File: config.mk
export PLATFORM = sky130hd
export DESIGN_NAME = buck_gate_sequencer
export DESIGN_NICKNAME = d
export VERILOG_FILES = /design/src/rtl/gsq_pkg.sv /design/src/rtl/gsq_uvlo.sv /design/src/rtl/gsq_delay.sv /design/src/rtl/gsq_fsm.sv /design/src/rtl/buck_gate_sequencer.sv
export SDC_FILE = /design/constraint.sdc
export NUM_CORES = 1
export LEC_CHECK = 0
export BUFFER_PORTS_ARGS = -buffer_cell sky130_fd_sc_hd__buf_4
export CAP_MARGIN = 20
export CORE_UTILIZATION = 51
export DETAILED_ROUTE_END_ITERATION = 12
export PLACE_DENSITY = 0.77
export SYNTH_ARGS = -nofsm -noshare
export SYNTH_HDL_FRONTEND = slang
export SYNTH_SLANG_ARGS = --single-unit
File: constraint.sdc
create_clock -name clk -period 2.45 [get_ports clk]
set_clock_uncertainty 0.2 [all_clocks]
set_input_delay 0.245 -clock clk [delete_from_list [all_inputs] [get_ports clk]]
set_output_delay 0.245 -clock clk [all_outputs]
set_load 0.005 [all_outputs]
File: src/rtl/gsq_pkg.sv
package gsq_pkg;

  // Two-bit PWM command; bit 1 set means off.
  typedef enum logic [1:0] {
    PWM_LOW     = 2'b00,
    PWM_HIGH    = 2'b01,
    PWM_OFF     = 2'b10,
    PWM_OFF_ALT = 2'b11
  } pwm_cmd_e;

  typedef enum logic [2:0] {
    ST_IDLE    = 3'd0,
    ST_HI_WAIT = 3'd1,
    ST_HI_ON   = 3'd2,
    ST_LO_WAIT = 3'd3,
    ST_LO_ON   = 3'd4
  } seq_state_e;

  function automatic logic cmd_is_off(input logic [1:0] c);
    return c[1];
  endfunction

  function automatic logic cmd_is_high(input logic [1:0] c);
    return c == PWM_HIGH;
  endfunction

  function automatic logic cmd_is_low(input logic [1:0] c);
    return c == PWM_LOW;
  endfunction

endpackage

File: src/rtl/gsq_uvlo.sv
// Hysteretic undervoltage lockout on a digitized supply code.
module gsq_uvlo #(
  parameter int VW       = 9,
  parameter int ON_CODE  = 146,
  parameter int OFF_CODE = 139
) (
  input  logic          clk,
  input  logic          rst_n,
  input  logic [VW-1:0] code,
  output logic          locked
);

  localparam logic [VW-1:0] ON_TH  = VW'(ON_CODE);
  localparam logic [VW-1:0] OFF_TH = VW'(OFF_CODE);

  logic locked_q;
  logic locked_d;
  logic locked_en;

  always_comb begin
    locked_d  = locked_q;
    locked_en = 1'b0;
    if (locked_q && (code > ON_TH)) begin
      locked_d  = 1'b0;
      locked_en = 1'b1;
    end else if (!locked_q && (code < OFF_TH)) begin
      locked_d  = 1'b1;
      locked_en = 1'b1;
    end
  end

  always_ff @(posedge clk or negedge rst_n) begin
    if (!rst_n) begin
      locked_q <= 1'b1;
    end else if (locked_en) begin
      locked_q <= locked_d;
    end
  end

  assign locked = locked_q;

endmodule

File: src/rtl/gsq_delay.sv
// Cycle counter: done pulses on the LIMIT-th counted edge.
// STICKY=1 keeps counting once started, until cleared.
module gsq_delay #(
  parameter int LIMIT  = 2,
  parameter bit STICKY = 1'b0
) (
  input  logic clk,
  input  logic rst_n,
  input  logic clr,
  input  logic inc,
  output logic done
);

  localparam int CW = (LIMIT > 1) ? $clog2(LIMIT) : 1;
  localparam logic [CW-1:0] LAST = CW'(LIMIT - 1);

  logic [CW-1:0] cnt_q;
  logic [CW-1:0] cnt_d;
  logic          cnt_en;
  logic          step;

  generate
    if (STICKY) begin : g_sticky
      assign step = inc || (cnt_q != '0);
    end else begin : g_plain
      assign step = inc;
    end
  endgenerate

  assign done = step && !clr && (cnt_q == LAST);

  always_comb begin
    cnt_d  = cnt_q;
    cnt_en = 1'b0;
    if (clr || done) begin
      cnt_d  = '0;
      cnt_en = 1'b1;
    end else if (step) begin
      cnt_d  = cnt_q + 1'b1;
      cnt_en = 1'b1;
    end
  end

  always_ff @(posedge clk or negedge rst_n) begin
    if (!rst_n) begin
      cnt_q <= '0;
    end else if (cnt_en) begin
      cnt_q <= cnt_d;
    end
  end

endmodule

File: src/rtl/gsq_fsm.sv
// Break-before-make sequencer for the two gates.
module gsq_fsm
  import gsq_pkg::*;
(
  input  logic       clk,
  input  logic       rst_n,
  input  logic       enable,
  input  logic [1:0] pwm_cmd,
  input  logic       skip_n,
  input  logic       lsg_low,
  input  logic       sw_low,
  input  logic       hsg_low,
  input  logic       on_done,
  input  logic       off_done,
  input  logic       tmo_done,
  output logic       on_inc,
  output logic       on_clr,
  output logic       off_inc,
  output logic       off_clr,
  output logic       tmo_inc,
  output logic       tmo_clr,
  output logic       gh,
  output logic       gl
);

  seq_state_e state_q, state_d;
  logic       gh_q, gh_d;
  logic       gl_q, gl_d;

  logic in_hi_wait;
  logic in_lo_wait;

  assign in_hi_wait = (state_q == ST_HI_WAIT);
  assign in_lo_wait = (state_q == ST_LO_WAIT);

  // Dead-time counters count consecutive feedback cycles.
  assign on_inc  = in_hi_wait && lsg_low;
  assign on_clr  = !(in_hi_wait && lsg_low);
  assign off_inc = in_lo_wait && sw_low;
  assign off_clr = !(in_lo_wait && sw_low);
  // Timeout counter latches itself once started.
  assign tmo_inc = in_lo_wait && hsg_low;
  assign tmo_clr = !in_lo_wait;

  always_comb begin
    state_d = state_q;
    if (!enable || cmd_is_off(pwm_cmd)) begin
      state_d = ST_IDLE;
    end else begin
      unique case (state_q)
        ST_IDLE: begin
          if (cmd_is_high(pwm_cmd))     state_d = ST_HI_WAIT;
          else if (cmd_is_low(pwm_cmd)) state_d = ST_LO_WAIT;
        end
        ST_HI_WAIT: begin
          if (cmd_is_low(pwm_cmd))  state_d = ST_LO_WAIT;
          else if (on_done)         state_d = ST_HI_ON;
        end
        ST_HI_ON: begin
          if (cmd_is_low(pwm_cmd))  state_d = ST_LO_WAIT;
        end
        ST_LO_WAIT: begin
          if (cmd_is_high(pwm_cmd))        state_d = ST_HI_WAIT;
          else if (off_done || tmo_done)   state_d = ST_LO_ON;
        end
        ST_LO_ON: begin
          if (cmd_is_high(pwm_cmd)) state_d = ST_HI_WAIT;
        end
        default: state_d = ST_IDLE;
      endcase
    end
  end

  always_comb begin
    gh_d = (state_d == ST_HI_ON);
    gl_d = (state_d == ST_LO_ON) && skip_n;
  end

  always_ff @(posedge clk or negedge rst_n) begin
    if (!rst_n) begin
      state_q <= ST_IDLE;
      gh_q    <= 1'b0;
      gl_q    <= 1'b0;
    end else begin
      state_q <= state_d;
      gh_q    <= gh_d;
      gl_q    <= gl_d;
    end
  end

  assign gh = gh_q;
  assign gl = gl_q;

endmodule

File: src/rtl/buck_gate_sequencer.sv
module buck_gate_sequencer
  import gsq_pkg::*;
#(
  parameter int VDRV_W        = 9,
  parameter int UVLO_ON_CODE  = 146,
  parameter int UVLO_OFF_CODE = 139,
  parameter int DT_ON_CYC     = 2,
  parameter int DT_OFF_CYC    = 3,
  parameter int TMO_CYC       = 50
) (
  input  logic              clk,
  input  logic              rst_n,
  input  logic [1:0]        pwm_cmd,
  input  logic              skip_n,
  input  logic              dis_n,
  input  logic              dis_open,
  input  logic [VDRV_W-1:0] vdrv_code,
  input  logic              lsg_low,
  input  logic              sw_low,
  input  logic              hsg_low,
  output logic              gh,
  output logic              gl
);

  generate
    if (TMO_CYC <= DT_OFF_CYC) begin : g_bad_tmo
      $error("TMO_CYC must exceed DT_OFF_CYC");
    end
  endgenerate

  logic locked;
  logic enable;
  logic on_inc, on_clr, on_done;
  logic off_inc, off_clr, off_done;
  logic tmo_inc, tmo_clr, tmo_done;

  assign enable = !locked && dis_n && !dis_open;

  gsq_uvlo #(
    .VW       (VDRV_W),
    .ON_CODE  (UVLO_ON_CODE),
    .OFF_CODE (UVLO_OFF_CODE)
  ) u_uvlo (
    .clk    (clk),
    .rst_n  (rst_n),
    .code   (vdrv_code),
    .locked (locked)
  );

  gsq_delay #(.LIMIT(DT_ON_CYC), .STICKY(1'b0)) u_dt_on (
    .clk (clk), .rst_n (rst_n), .clr (on_clr), .inc (on_inc), .done (on_done)
  );

  gsq_delay #(.LIMIT(DT_OFF_CYC), .STICKY(1'b0)) u_dt_off (
    .clk (clk), .rst_n (rst_n), .clr (off_clr), .inc (off_inc), .done (off_done)
  );

  gsq_delay #(.LIMIT(TMO_CYC), .STICKY(1'b1)) u_tmo (
    .clk (clk), .rst_n (rst_n), .clr (tmo_clr), .inc (tmo_inc), .done (tmo_done)
  );

  gsq_fsm u_fsm (
    .clk      (clk),
    .rst_n    (rst_n),
    .enable   (enable),
    .pwm_cmd  (pwm_cmd),
    .skip_n   (skip_n),
    .lsg_low  (lsg_low),
    .sw_low   (sw_low),
    .hsg_low  (hsg_low),
    .on_done  (on_done),
    .off_done (off_done),
    .tmo_done (tmo_done),
    .on_inc   (on_inc),
    .on_clr   (on_clr),
    .off_inc  (off_inc),
    .off_clr  (off_clr),
    .tmo_inc  (tmo_inc),
    .tmo_clr  (tmo_clr),
    .gh       (gh),
    .gl       (gl)
  );

endmodule

== After elaboration in Yosys (flattened, before gate mapping) ==
Index checks and enable logic that the tools add are counted.
Word-level totals
  logic and storage cells: 81
  output and inout bits: 2
  flip-flop bits (word level): 15
Cells by class
  multiplexer cells: 25
  $lt $le $gt $ge: 2
  reduce and logical (&&, ||, !) cells: 35
  add/sub/neg operators: 3
  equality and inequality tests: 9
Operators by type and width (number)
  two-way mux 3 bit: 8
  case mux 3 bit (5 select lines): 1
  logical AND 1 bit: 12
  two-way mux 1 bit: 12
  two-way mux 6 bit: 2
  == test 3 x 2 -> 1 bit, second input constant: 3
  greater-than comparator 9 x 8 -> 1 bit, second input constant: 1
  < comparator 9 x 8 -> 1 bit, second input constant: 1
  AND reduction 2 bit: 4
  nonzero test 2 bit: 4
  adder 6 x 1 -> 6 bit, second input constant: 1
  == test 3 bit, second input constant: 2
  == test 6 bit, second input constant: 1
  logical NOT 1 bit: 6
  logical OR 1 bit: 6
  nonzero test 6 bit: 1
  two-way mux 2 bit: 2
  == test 3 x 1 -> 1 bit, second input constant: 1
  logical NOT 3 bit: 1
  adder 2 x 1 -> 2 bit, second input constant: 1
  == test 2 x 1 -> 1 bit, second input constant: 1
  == test 2 bit, second input constant: 1
  logical NOT 2 bit: 1
  adder 1 bit, second input constant: 1

== Logic depth before layout (Yosys ltp) ==
Gate-level depths: netlist of run 1.
  word-level depth: 12
  depth in mapped cells: 6
  mapped depth without buffers: 6

== Hierarchy ==
A second synthesis of run 1 with hierarchy kept.
Unflattened totals
  cells, all modules: 98
  area total of the unflattened synthesis: 929.6 um^2
By module, submodules not included
  gsq_delay (u_tmo): cells each 39, area an instance 384.1 um^2, sequential area each 150.1 um^2, times used 1
  gsq_fsm: cells each 33, area an instance 304.0 um^2, sequential area each 125.1 um^2, times used 1
  gsq_delay (u_dt_off): cells each 11, area an instance 110.1 um^2, sequential area each 50.0 um^2, times used 1
  gsq_uvlo: cells each 9, area an instance 73.8 um^2, sequential area each 26.3 um^2, times used 1
  gsq_delay (u_dt_on): cells each 5, area an instance 45.0 um^2, sequential area each 25.0 um^2, times used 1
  buck_gate_sequencer: cells each 1, area an instance 12.5 um^2, sequential area each 0.0 um^2, times used 1

== Least setup slack after synthesis of run 1 ==
No wires, ideal clock.
  path kind: reg2reg
  start point: register u_tmo.cnt_q[1]
  end point: register u_fsm.state_q[0]
  library setup time: 0.120 ns
  period minus slack after synthesis: 1.706 ns
  slack: 0.744 ns
  cell stages (with the launch flop): 7
  data arrival time: 1.386 ns
  cells stage by stage: dfrtp_1 > inv_1 > ha_1 > and4bb_2 > a211oi_1 > a221o_1 > and2b_2
On the way
  cells in the longest elaborated chain, start to end: 9
  elaborated cells on any way between the ends: 10
  those cells by class: eq/ne: 1; mux: 4; reduce/logical: 5
RTL lines
  start: declaration: RTL line gsq_delay.sv:17  | logic [CW-1:0] cnt_q;
  start signal: assignment: RTL line gsq_delay.sv:48  | cnt_q <= cnt_d;
  nonzero test 6 bit: RTL line gsq_delay.sv:24  | assign step = inc || (cnt_q != '0);
  logical OR 1 bit: RTL line gsq_delay.sv:24
  logical AND 1 bit: RTL line gsq_delay.sv:30  | assign done = step && !clr && (cnt_q == LAST);
  logical AND 1 bit (*): RTL line gsq_delay.sv:30
  logical OR 1 bit (*): RTL line gsq_fsm.sv:64  | else if (off_done || tmo_done) state_d = ST_LO_ON;
  two-way mux 3 bit (*): RTL line gsq_fsm.sv:64
  two-way mux 3 bit (*): RTL line gsq_fsm.sv:63  | if (cmd_is_high(pwm_cmd)) state_d = ST_HI_WAIT;
  case mux 3 bit (5 select lines) (*): RTL line gsq_fsm.sv:50  | unique case (state_q)
  two-way mux 3 bit (*): RTL line gsq_fsm.sv:47  | if (!enable || cmd_is_off(pwm_cmd)) begin
  named net u_fsm.state_d[0]: RTL line gsq_fsm.sv:26  | seq_state_e state_q, state_d;
  end signal: assignment: RTL line gsq_fsm.sv:85  | state_q <= state_d;
  end: declaration: RTL line gsq_fsm.sv:26
Mark *: on every way through the listed nets, which the timed path passes. The rest lies on a longest branch.
A chain may end at the register's enable or synchronous reset.

== Worst setup path in the final report of run 1 ==
  start point: register u_uvlo.locked_q (netlist: u_uvlo.locked)
  end point: register u_uvlo.locked_q (netlist: u_uvlo.locked)
On the way
  cells in the longest elaborated chain, start to end: 5
  elaborated cells on any way between the ends: 8
  those cells by class: mux: 3; reduce/logical: 5
RTL lines
  start: declaration: RTL line gsq_uvlo.sv:16  | logic locked_q;
  start signal: assignment: RTL line gsq_uvlo.sv:36  | locked_q <= locked_d;
  logical NOT 1 bit: RTL line gsq_uvlo.sv:26  | end else if (!locked_q && (code < OFF_TH)) begin
  logical AND 1 bit: RTL line gsq_uvlo.sv:26
  two-way mux 1 bit: RTL line gsq_uvlo.sv:26
  two-way mux 1 bit: RTL line gsq_uvlo.sv:23  | if (locked_q && (code > ON_TH)) begin
  AND reduction 2 bit (no line)
Parallel ways exist; a longest one is shown, timed or not.

==> metrics.md, run 1 <==
| Metric | Value |
|---|---|
| Status | finished clean |
| Vias in the first global route | 671 |
| RSZ-0062 raised after global routing | false |
| Site row count | 14 |
| Worst setup margin | 0.588 ns |
| CTS Buffer Depth | 2 |
| VDD IR max | 345 uV |
| Warnings from Yosys | 0 |
| Cell Area, Synth | 857 um^2 |
| # IOs | 21 |
| Worst-Skew Late Latency | 0.28 ns |
| Layout area overhead | 24.7% |
| Nets | ~140 |
| First-pass GRT wire length | about 2700 um |
| Maxcap violations | 0 |
| Total grt overflow | 0 |
| CP Cell Sequence | nand2b_1, a221oi_1, o21ai_0, a21oi_1, dlygate4sd3_1 |
| Seq cells post-synth | 15 |
| Vias | 703 |
| Clock Pin Slew Worst Setup and Hold Paths | 0.09 ns |
| Worst slew pin tran | 0.410 ns |
| Worst setup path end | u_uvlo.locked$_DFFE_PN1P_ |
| Worst setup EP type | register |
| FF-to-FF path depth | 5 |
| Cts bufs inserted | 3 |
| Gr usage total | 0.201 |
| Fin crit share | 0.760 |
| Fin Hold WS | about 0.028 ns |
| Hold Fails Final Rpt | 0 |
| Netlist cell types | 38 |
| Dominant synthesized flop cell | dfrtp_1 |
| Async SR Flop Fraction | 1.00 |
| CTS Root Cell | clkbuf_4 |
| Cells resized by post-CTS repair | 0 |
| CP max stage delay | 0.56 ns |
| Routability Congestion | 0.777 |
| Req. time, crit path | 2.48 ns |
| I/O Buffers | 20 |
| Slowest cell on crit path | dlygate4sd3_1 |
| Vias/cell | 5.49 |
| Residual DRC | 0 |
| Critical Path Fanout Max | 2 |
| Pin count of the biggest net entering global routing | 16 |
| FF-to-FF End | u_uvlo.locked$_DFFE_PN1P_ |
| Number of synthesized flops with an enable pin | 0 |
| Post-synth net total | 111 |
| Setup TNS | 0 ns |
| Core ar. | 0.00154 mm^2 |
| Crit path depth | 5 |
| Register area share after synthesis | 0.439 |
| R2R setup slack | 0.59 ns |
| Min-delay worst type | primary input to register |
| Dominant delay contributor by cell family on the critical path | buffers and inverters |
| Synth Instances | slightly below 90 |
| Pwr Density | 407 mW/mm^2 |
| Lkg Pwr | about 0.47 nW |
| Reg-to-Reg Start | u_uvlo.locked$_DFFE_PN1P_ |
| Share of cells above drive strength 1 | 0.277 |
| # hold bufs at CTS | 3 |
| Starting DRT DRC Count | 7 |
| Die height | 43.0 um |
| H-tree depth | 1 |
| Drt pass-1 iters | 4 |
| Wire per inst | 12.8 um |
| Buf+Inv Stages, Crit Path | 1 |
| Slew margin rel. | 0.725 |
| Syn avg cell area | 9.74 um^2 |
| Setup WS pre-CTS | 0.612 ns |
| Max Freq | 537 MHz |
| Total power | 0.435 mW |
| N_diodes | 0 |
| Critical path launch point | u_uvlo.locked$_DFFE_PN1P_ |
| Post-route ant nets | 0 |
| Final WL | around 1600 um |
| Starting Density | 0.556 |
| Min Tclk post-route | between 1.5 and 2 ns |
| CTS Sinks | 15 |
| CP startpoint kind | register |
| Initial antenna violation count | 0 |
| Die Wd | 43.0 um |
| Kind of critical path | register to register |
| Die Area | about 0.0018 mm^2 |
| Slew Limit Fails | 0 |
| Setup bufs post-CTS | 0 |
| CTS tree | yes |
| CP arrival | 1.89 ns |
| Setup violators final | 0 |
| DP Wirelength | 1260 um |
==> through the flow <==
step	cell area, um^2	std cells	util
3_5_place_dp	1010	121	0.656
4_1_cts	1070	128	0.693
3_3_place_gp	1010	121	0.656
2_1_floorplan	857	88	-
5_1_grt	1070	128	0.693
6_report	1070	128	0.693
==> registers in the layout, summed over array words and instances, names as in the netlist <==
| signal | count |
|---|---|
| u_uvlo.locked | 1 |
| u_dt_on.cnt_q | 1 |
| u_tmo.cnt_q | 6 |
| u_fsm.state_q | 3 |
| u_dt_off.cnt_q | 2 |
| u_fsm.gl | 1 |
| u_fsm.gh | 1 |
==> layer usage <==
layer / global-route usage / up-vias / wire length [um]
met5: 0 / - / 0
met2: 0.330 / 16 / 803
met4: 0.0727 / 0 / 30
met1: 0.240 / 325 / 740
li1: - / 358 / -
met3: 0.0766 / 4 / 67
==> synthesized netlist by cell type (all sizes together), types with 2 or more instances <==
library cell  instances  area [um^2]
or2                   2         12.5
nand2b                3         18.8
o211ai                2         15.0
a211oi                2         20.0
dfrtp                14          350
buf                   2         12.5
a21oi                 7         35.0
o21ai                 2         10.0
ha                    4         50.1
nor2                 12         45.0
nor3b                 2         15.0
nand4b                2         17.5
xor2                  2         17.5
inv                   6         22.5
nand3                 3         15.0
nand2                 3         11.3
==> cell type report <==
cell class,count,area (um^2)
clock buffer,3,22.5
clock inverter,1,5.00
fill,119,473
inverter,6,22.5
multi-input combinational,64,442
sequential,15,377
tap,16,20.0
timing repair buffer,23,180
==> layout by cell type (no fill, tap or decap), types with 2 or more instances in the layout <==
cell type / synthesis / layout
a21oi_1: 7 / 7
nor3b_1: 2 / 2
or2_1: 2 / 2
o211ai_1: 2 / 2
nand4b_1: 2 / 2
xor2_1: 2 / 2
dlygate4sd3_1: 0 / 3
inv_1: 6 / 6
clkbuf_4: 0 / 3
buf_4: 1 / 20
nor2_1: 12 / 12
nand2_1: 3 / 3
nand3_1: 3 / 3
nand2b_1: 3 / 3
o21ai_0: 2 / 2
ha_1: 4 / 4
dfrtp_1: 14 / 14
==> cell families (layout without fill, tap and decap cells) <==
kind of cell,count (synthesis),after routing,share of synthesized area
compound gates,18,18,0.146
mux,2,2,0.0248
xor+xnor,3,3,0.0307
flops,15,15,0.439
fa+ha+maj,4,4,0.0584
simple gates,37,37,0.255
buf+inv,9,33,0.0452
==> how the worst min path moves through the flow <==
stage	start	to	slack, ns	cells after the start
3_5_place_dp	rst_n	u_tmo.cnt_q[4]$_DFFE_PN0P_	-0.1	1
6_report	skip_n	u_fsm.gl$_DFF_PN0_	0.03	2
3_3_place_gp	rst_n	u_tmo.cnt_q[4]$_DFFE_PN0P_	-0.09	1
4_1_cts	skip_n	u_fsm.gl$_DFF_PN0_	0.02	2
2_1_floorplan	rst_n	u_dt_off.cnt_q[0]$_DFFE_PN0P_	-0.25	0
5_1_grt	skip_n	u_fsm.gl$_DFF_PN0_	0.01	2
==> worst register-to-register path, cell delays in order, from the launching register on <==
cell and delay (ns):
dfstp_2 0.53, nand2b_1 0.05, a221oi_1 0.22, o21ai_0 0.10, a21oi_1 0.14, dlygate4sd3_1 0.56
==> report_power, final <==
part           internal [mW]  switching, mW  leakage, nW
registers              0.250        0.00221        0.206
clock network         0.0606         0.0751       0.0177
logic                 0.0297         0.0174        0.248
total                  0.341         0.0946        0.471
No activity file was read; power rests on OpenSTA's default activity.
==> run 2: changes to the inputs <==
--- a/config.mk
+++ b/config.mk
@@ -7,9 +7,9 @@
 export LEC_CHECK = 0
 export BUFFER_PORTS_ARGS = -buffer_cell sky130_fd_sc_hd__buf_4
 export CAP_MARGIN = 20
-export CORE_UTILIZATION = 51
+export CORE_UTILIZATION = 46
 export DETAILED_ROUTE_END_ITERATION = 12
-export PLACE_DENSITY = 0.77
+export PLACE_DENSITY = 0.73
 export SYNTH_ARGS = -nofsm -noshare
 export SYNTH_HDL_FRONTEND = slang
 export SYNTH_SLANG_ARGS = --single-unit
==> constraint.sdc (replaced) <==
create_clock -name clk -period 1.6 [get_ports clk]
set_clock_uncertainty 0.2 [all_clocks]
set_input_delay 0.16 -clock clk [delete_from_list [all_inputs] [get_ports clk]]
set_output_delay 0.16 -clock clk [all_outputs]
set_load 0.005 [all_outputs]
==> metrics.md, run 2 (synthesis results as in run 1) <==
| Metric | Value |
|---|---|
| Status | finished, violations left |
| Failing checks | setup timing |
| Gr usage total | 0.227 (+0.0251) |
| Min-delay worst type | primary input to register |
| Core ar. | 0.00175 mm^2 (+13%) |
| Initial antenna violation count | 0 (unchanged) |
| Critical Path Fanout Max | 2 (unchanged) |
| Top routing layer in use | met4 |
| DP Wirelength | 1400 um (+11%) |
| H-tree depth | 1 (unchanged) |
| Layout area overhead | 51.4% |
| Commonest non-fill, non-tap cell in the layout | buf_4 |
| Worst slew pin tran | 0.359 ns (-0.0510 ns) |
| CTS tree | yes |
| DP Area | 0.00111 mm^2 (+9.8%) |
| Fin cells | 155 (+21%) |
| Final core utilization | 0.743 (+0.0502) |
| CP max stage delay | 0.40 ns (-0.16 ns) |
| Die Wd | 45.2 um (+5.0%) |
| Worst setup margin | -0.167 ns (-0.754 ns) |
| Total power | 0.683 mW (+57%) |
| Vias in the first global route | 755 (+13%) |
| Post-route ant nets | 0 (unchanged) |
| CP arrival | 1.74 ns (-0.15 ns) |
| Nets | 154 (+13%) |
| Worst setup EP type | register |
| Share of cells above drive strength 1 | 0.408 (+0.131) |
| Vias | 805 (+15%) |
| Number of fill cells | 118 (-0.84%) |
| Hold Fails Final Rpt | 0 (unchanged) |
| N_diodes | 0 (unchanged) |
| Cts bufs inserted | 3 (unchanged) |
| Max Freq | 566 MHz (+5.4%) |
| Vias/cell | 5.19 (-5.4%) |
| CTS Sinks | 15 (unchanged) |
| Most frequent cells in the layout | 32 x buf_4, 13 x dfrtp_1, 12 x nor2_1 |
| DP Cell Count | 141 (+17%) |
| RSZ-0062 raised after global routing | true |
| CTS Root Cell | clkbuf_4 |
| Biggest regs | u_tmo.cnt_q x6, u_fsm.state_q x3, u_dt_off.cnt_q x2 |
| Routability Congestion | 0.817 (+5.1%) |
| Fin crit share | 1.10 (+0.344) |
| Max reg flops | 6 (unchanged) |
| CP startpoint kind | register |
| Routed met2 length | 1070 um (+33%) |
| DRT met1 WL | 922 um (+25%) |
| Final WL | 2070 um (+26%) |
| CTS Buffer Depth | 2 (unchanged) |
| Kind of critical path | register to register |
| VDD IR max | 694 uV (+100%) |
| Die height | 45.2 um (+5.0%) |
| Wire per inst | 13.4 um (+4.3%) |
| Register bank with the most flops | u_tmo.cnt_q |
| FF-to-FF path depth | 8 (+3) |
| Slowest cell on crit path | dfrtp_1 |
| Lkg Pwr | 0.597 nW (+27%) |
| Drt pass-1 iters | 4 (unchanged) |
| Maxcap violations | 0 (unchanged) |
| I/O Buffers | 20 (unchanged) |
| Starting DRT DRC Count | 7 (unchanged) |
| Slew Limit Fails | 0 (unchanged) |
| Starting Density | 0.491 (-0.0650) |
| Clock Pin Slew Worst Setup and Hold Paths | 0.09 ns (about the same) |
| Total grt overflow | 0 (unchanged) |
| Sequential cell area | 378 um^2 (+0.33%) |
| WL met3 | 66 um (-1.5%) |
| CP Cell Sequence | inv_2, ha_4, and4bb_2, buf_4, buf_6, a21oi_4, a2bb2oi_2, nor3b_1 |
| Req. time, crit path | 1.57 ns (-0.91 ns) |
| Worst-Skew Late Latency | 0.28 ns (about the same) |
| Die Area | 0.00204 mm^2 (+10%) |
| Final Cell Area | 0.00130 mm^2 (+21%) |
| Slew margin rel. | 0.759 (+0.0341) |
| Pwr Density | 527 mW/mm^2 (+29%) |
| # IOs | 21 (unchanged) |
| First-pass GRT wire length | 3250 um (+20%) |
| Setup violators final | 11 (+11) |
| Worst hold path depth | 4 (+2) |
| Pin count of the biggest net entering global routing | 16 (unchanged) |
| Residual DRC | 0 (unchanged) |
| Site row count | 15 (+1) |
| Multi-input logic area | 508 um^2 (+15%) |
| Min Tclk post-route | 1.77 ns (-0.0958 ns) |
==> run 2: cell types whose count changed in the layout (fill, tap and decap cells not counted), moves of 2 or more <==
| cell | delta |
|---|---|
| a21oi_1 | -2 |
| inv_1 | -2 |
| ha_1 | -2 |
| inv_2 | +2 |
| dlygate4sd3_1 | +5 |
| buf_4 | +12 |
| ha_4 | +2 |
==> run 2: final timing paths <==
kind	start	endpoint	slack (ns)
setup / recovery	u_tmo.cnt_q[1]$_DFFE_PN0P_	u_fsm.gl$_DFF_PN0_	-0.17
hold / removal	vdrv_code[2]	u_uvlo.locked$_DFFE_PN1P_	0.02
setup reg to reg	u_tmo.cnt_q[1]$_DFFE_PN0P_	u_fsm.gl$_DFF_PN0_	-0.17
hold reg to reg	u_dt_off.cnt_q[0]$_DFFE_PN0P_	u_dt_off.cnt_q[0]$_DFFE_PN0P_	0.23
max in group asynchronous	rst_n	u_uvlo.locked$_DFFE_PN1P_	0.90
min in group asynchronous	rst_n	u_tmo.cnt_q[4]$_DFFE_PN0P_	0.06
==> run 2: timing repair <==
action	4_1_cts	5_1_grt
resized for setup	7	6
buffers inserted	2	1
setup endpoints to repair	8	11
hold endpoints to repair	19	0
pin swaps	5	3
hold buffers	8	0
gates cloned	0	0
==> run 2: worst max-delay path, delay by kind of cell (launching register included) <==
family / cells / cell delay (ns)
adders and majority gates: 1 / 0.15
DFF: 1 / 0.40
and+or+nand+nor: 2 / 0.30
buffers and inverters: 3 / 0.34
AOI/OAI and AO/OA: 2 / 0.27
==> run 2: layer usage <==
| metal | track usage | vias up |
|---|---|---|
| met1 | 0.257 | 396 |
| li1 | - | 395 |
| met5 | 0 | - |
| met2 | 0.380 | 12 |
| met3 | 0.0840 | 2 |
| met4 | 0.0970 | 0 |
==> run 2: final cells by class <==
type,instances,share of cell area
flip-flops and latches,15,0.291
clock buffers,4,0.0203
inverters,6,0.0174
repair buffers,41,0.256
multi-input cells,64,0.392
well taps,25,0.0241
==> run 2: where the power goes <==
| group | total (mW) | switching, mW | internal, mW | leakage [nW] |
|---|---|---|---|---|
| logic | 0.0856 | 0.0302 | 0.0554 | 0.378 |
| clock network | 0.211 | 0.114 | 0.0968 | 0.0150 |
| registers | 0.387 | 0.00375 | 0.383 | 0.204 |
==> run 2: metrics by stage <==
stage | setup WS [ns] | TNS, ns | hold WS (ns)
after CTS | -0.118 | -0.544 | 0.0194
after global placement | -0.0715 | -0.122 | -0.178
after global routing | -0.207 | -1.59 | 0.0127
after floorplan | -0.0872 | -0.0872 | -0.336
after detailed placement | -0.137 | -0.296 | -0.176
final | -0.167 | -0.888 | 0.0172
==> run 3: changes to the inputs <==
--- a/config.mk
+++ b/config.mk
@@ -7,9 +7,9 @@
 export LEC_CHECK = 0
 export BUFFER_PORTS_ARGS = -buffer_cell sky130_fd_sc_hd__buf_4
 export CAP_MARGIN = 20
-export CORE_UTILIZATION = 46
+export CORE_UTILIZATION = 55
 export DETAILED_ROUTE_END_ITERATION = 12
-export PLACE_DENSITY = 0.73
+export PLACE_DENSITY = 0.82
 export SYNTH_ARGS = -nofsm -noshare
 export SYNTH_HDL_FRONTEND = slang
 export SYNTH_SLANG_ARGS = --single-unit
==> constraint.sdc (replaced) <==
create_clock -name clk -period 2.2 [get_ports clk]
set_clock_uncertainty 0.2 [all_clocks]
set_input_delay 0.22 -clock clk [delete_from_list [all_inputs] [get_ports clk]]
set_output_delay 0.22 -clock clk [all_outputs]
set_load 0.005 [all_outputs]
==> metrics.md, run 3 (synthesis results as in run 1) <==
| Metric | Value |
|---|---|
| Lkg Pwr | 0.475 nW (-20%) |
| RSZ-0062 raised after global routing | false |
| Pin count of the biggest net entering global routing | 16 (unchanged) |
| Core ar. | 0.00137 mm^2 (-22%) |
| Cells resized by post-CTS repair | 0 (-7) |
| Critical Path Fanout Max | 2 (unchanged) |
| Post-route ant nets | 0 (unchanged) |
| Req. time, crit path | 2.23 ns (+0.66 ns) |
| CTS tree | yes |
| Gr usage total | 0.201 (-0.0260) |
| Slew Limit Fails | 0 (unchanged) |
| Wire per inst | 12.1 um (-9.5%) |
| Die Area | 0.00172 mm^2 (-16%) |
| Clock Pin Slew Worst Setup and Hold Paths | 0.08 ns (about the same) |
| Max reg flops | 6 (unchanged) |
| CP startpoint kind | register |
| Die Wd | 41.5 um (-8.2%) |
| Min Tclk post-route | 1.88 ns (+0.115 ns) |
| Vias | 680 (-16%) |
| Setup WS pre-CTS | 0.361 ns (+0.498 ns) |
| Fin crit share | 0.855 (-0.249) |
| CTS Sinks | 15 (unchanged) |
| First-pass GRT wire length | 2730 um (-16%) |
| CTS Root Cell | clkbuf_4 |
| Register bank with the most flops | u_tmo.cnt_q |
| Total grt overflow | 0 (unchanged) |
| Kind of critical path | register to register |
| Share of cells above drive strength 1 | 0.274 (-0.133) |
| Setup violators final | 0 (-11) |
| Starting DRT DRC Count | 8 (+1) |
| Status | finished clean |
| # IOs | 21 (unchanged) |
| Routability Congestion | 0.748 (-8.4%) |
| Cts bufs inserted | 3 (unchanged) |
| Residual DRC | 0 (unchanged) |
| Final WL | 1550 um (-25%) |
| Max Freq | 532 MHz (-6.1%) |
| Worst-Skew Late Latency | 0.28 ns (about the same) |
| Pwr Density | 449 mW/mm^2 (-15%) |
| Setup bufs post-CTS | 0 (-2) |
| N_diodes | 0 (unchanged) |
| Setup TNS | 0 ns (+0.888 ns) |
| Fin Hold WS | 0.0179 ns (+0.000727 ns) |
| Maxcap violations | 0 (unchanged) |
| Nets | 137 (-11%) |
| # hold bufs at CTS | 4 (-4) |
| CP arrival | 1.91 ns (+0.17 ns) |
| Commonest non-fill, non-tap cell in the layout | buf_4 |
| Starting Density | 0.627 (+0.136) |
| Biggest regs | u_tmo.cnt_q x6, u_fsm.state_q x3, u_dt_off.cnt_q x2 |
| H-tree depth | 1 (unchanged) |
| DP Wirelength | 1220 um (-13%) |
| Drt pass-1 iters | 4 (unchanged) |
| Worst setup margin | 0.319 ns (+0.485 ns) |
| CTS Buffer Depth | 2 (unchanged) |
| Slew margin rel. | 0.741 (-0.0182) |
| Worst setup EP type | register |
| VDD IR max | 541 uV (-22%) |
| Layout area overhead | 25.7% |
| Vias in the first global route | 639 (-15%) |
| Site row count | 13 (-2) |
| Initial antenna violation count | 0 (unchanged) |
| Vias/cell | 5.31 (+2.3%) |
| Min-delay worst type | primary input to register |
| Worst slew pin tran | 0.387 ns (+0.0273 ns) |
| Hold Fails Final Rpt | 0 (unchanged) |
| Most frequent cells in the layout | 20 x buf_4, 14 x dfrtp_1, 12 x nor2_1 |
| Die height | 41.5 um (-8.2%) |
| I/O Buffers | 20 (unchanged) |
## run 3: cell count changes in the layout (fill, tap and decap cells not counted), moves of 2 or more
cell | previous run | this run
inv_2 | 2 | 0
inv_1 | 4 | 6
buf_4 | 32 | 20
a21oi_1 | 5 | 7
ha_1 | 2 | 4
ha_4 | 2 | 0
dlygate4sd3_1 | 8 | 4
## run 3: layout make-up
| cell class | instances | area (um^2) |
|---|---|---|
| clock buffer | 3 | 22.5 |
| clock inverter | 1 | 5.00 |
| fill | 105 | 289 |
| inverter | 6 | 22.5 |
| multi-input combinational | 64 | 442 |
| sequential | 15 | 377 |
| tap | 15 | 18.8 |
| timing repair buffer | 24 | 190 |
## run 3: final timing paths
check,end,slack (ns),start,depth (start not counted)
worst max-delay path,u_uvlo.locked$_DFFE_PN1P_,0.32,u_uvlo.locked$_DFFE_PN1P_,5
worst min-delay path,u_dt_on.cnt_q$_DFFE_PN0P_,0.02,lsg_low,2
worst max register to register,u_uvlo.locked$_DFFE_PN1P_,0.32,u_uvlo.locked$_DFFE_PN1P_,5
worst min register to register,u_dt_off.cnt_q[0]$_DFFE_PN0P_,0.23,u_dt_off.cnt_q[0]$_DFFE_PN0P_,1
max in group asynchronous,u_uvlo.locked$_DFFE_PN1P_,1.45,rst_n,2
min in group asynchronous,u_tmo.cnt_q[5]$_DFFE_PN0P_,0.12,rst_n,2
## run 3: critical path: stages (launching register included)
cell and delay, ns:
dfstp_2 0.53, nand2b_1 0.05, a221oi_1 0.24, o21ai_0 0.12, a21oi_1 0.14, dlygate4sd3_1 0.55
## run 3: power by group
group | leakage (nW) | switching [mW] | total (mW) | internal, mW
registers | 0.206 | 0.00241 | 0.281 | 0.279
logic | 0.252 | 0.0197 | 0.0540 | 0.0343
clock network | 0.0177 | 0.0816 | 0.149 | 0.0674
total | 0.475 | 0.104 | 0.484 | 0.380
## run 3: per-stage QoR
stage               utilization  cell area, um^2  cells  total power, mW
CTS                       0.788             1080    128            0.492
global route              0.788             1080    128            0.513
floorplan                     -              857     88            0.301
detailed placement        0.739             1010    120            0.335
global placement          0.739             1010    120            0.334
finish                    0.788             1080    128            0.484
## run 3: layer usage
metal	vias to the layer above	share of wire	track usage
li1	359	-	-
met1	306	0.49	0.286
met2	13	0.48	0.309
met3	2	0.031	0.0522
met4	0	0.0052	0.0387
met5	-	0	0
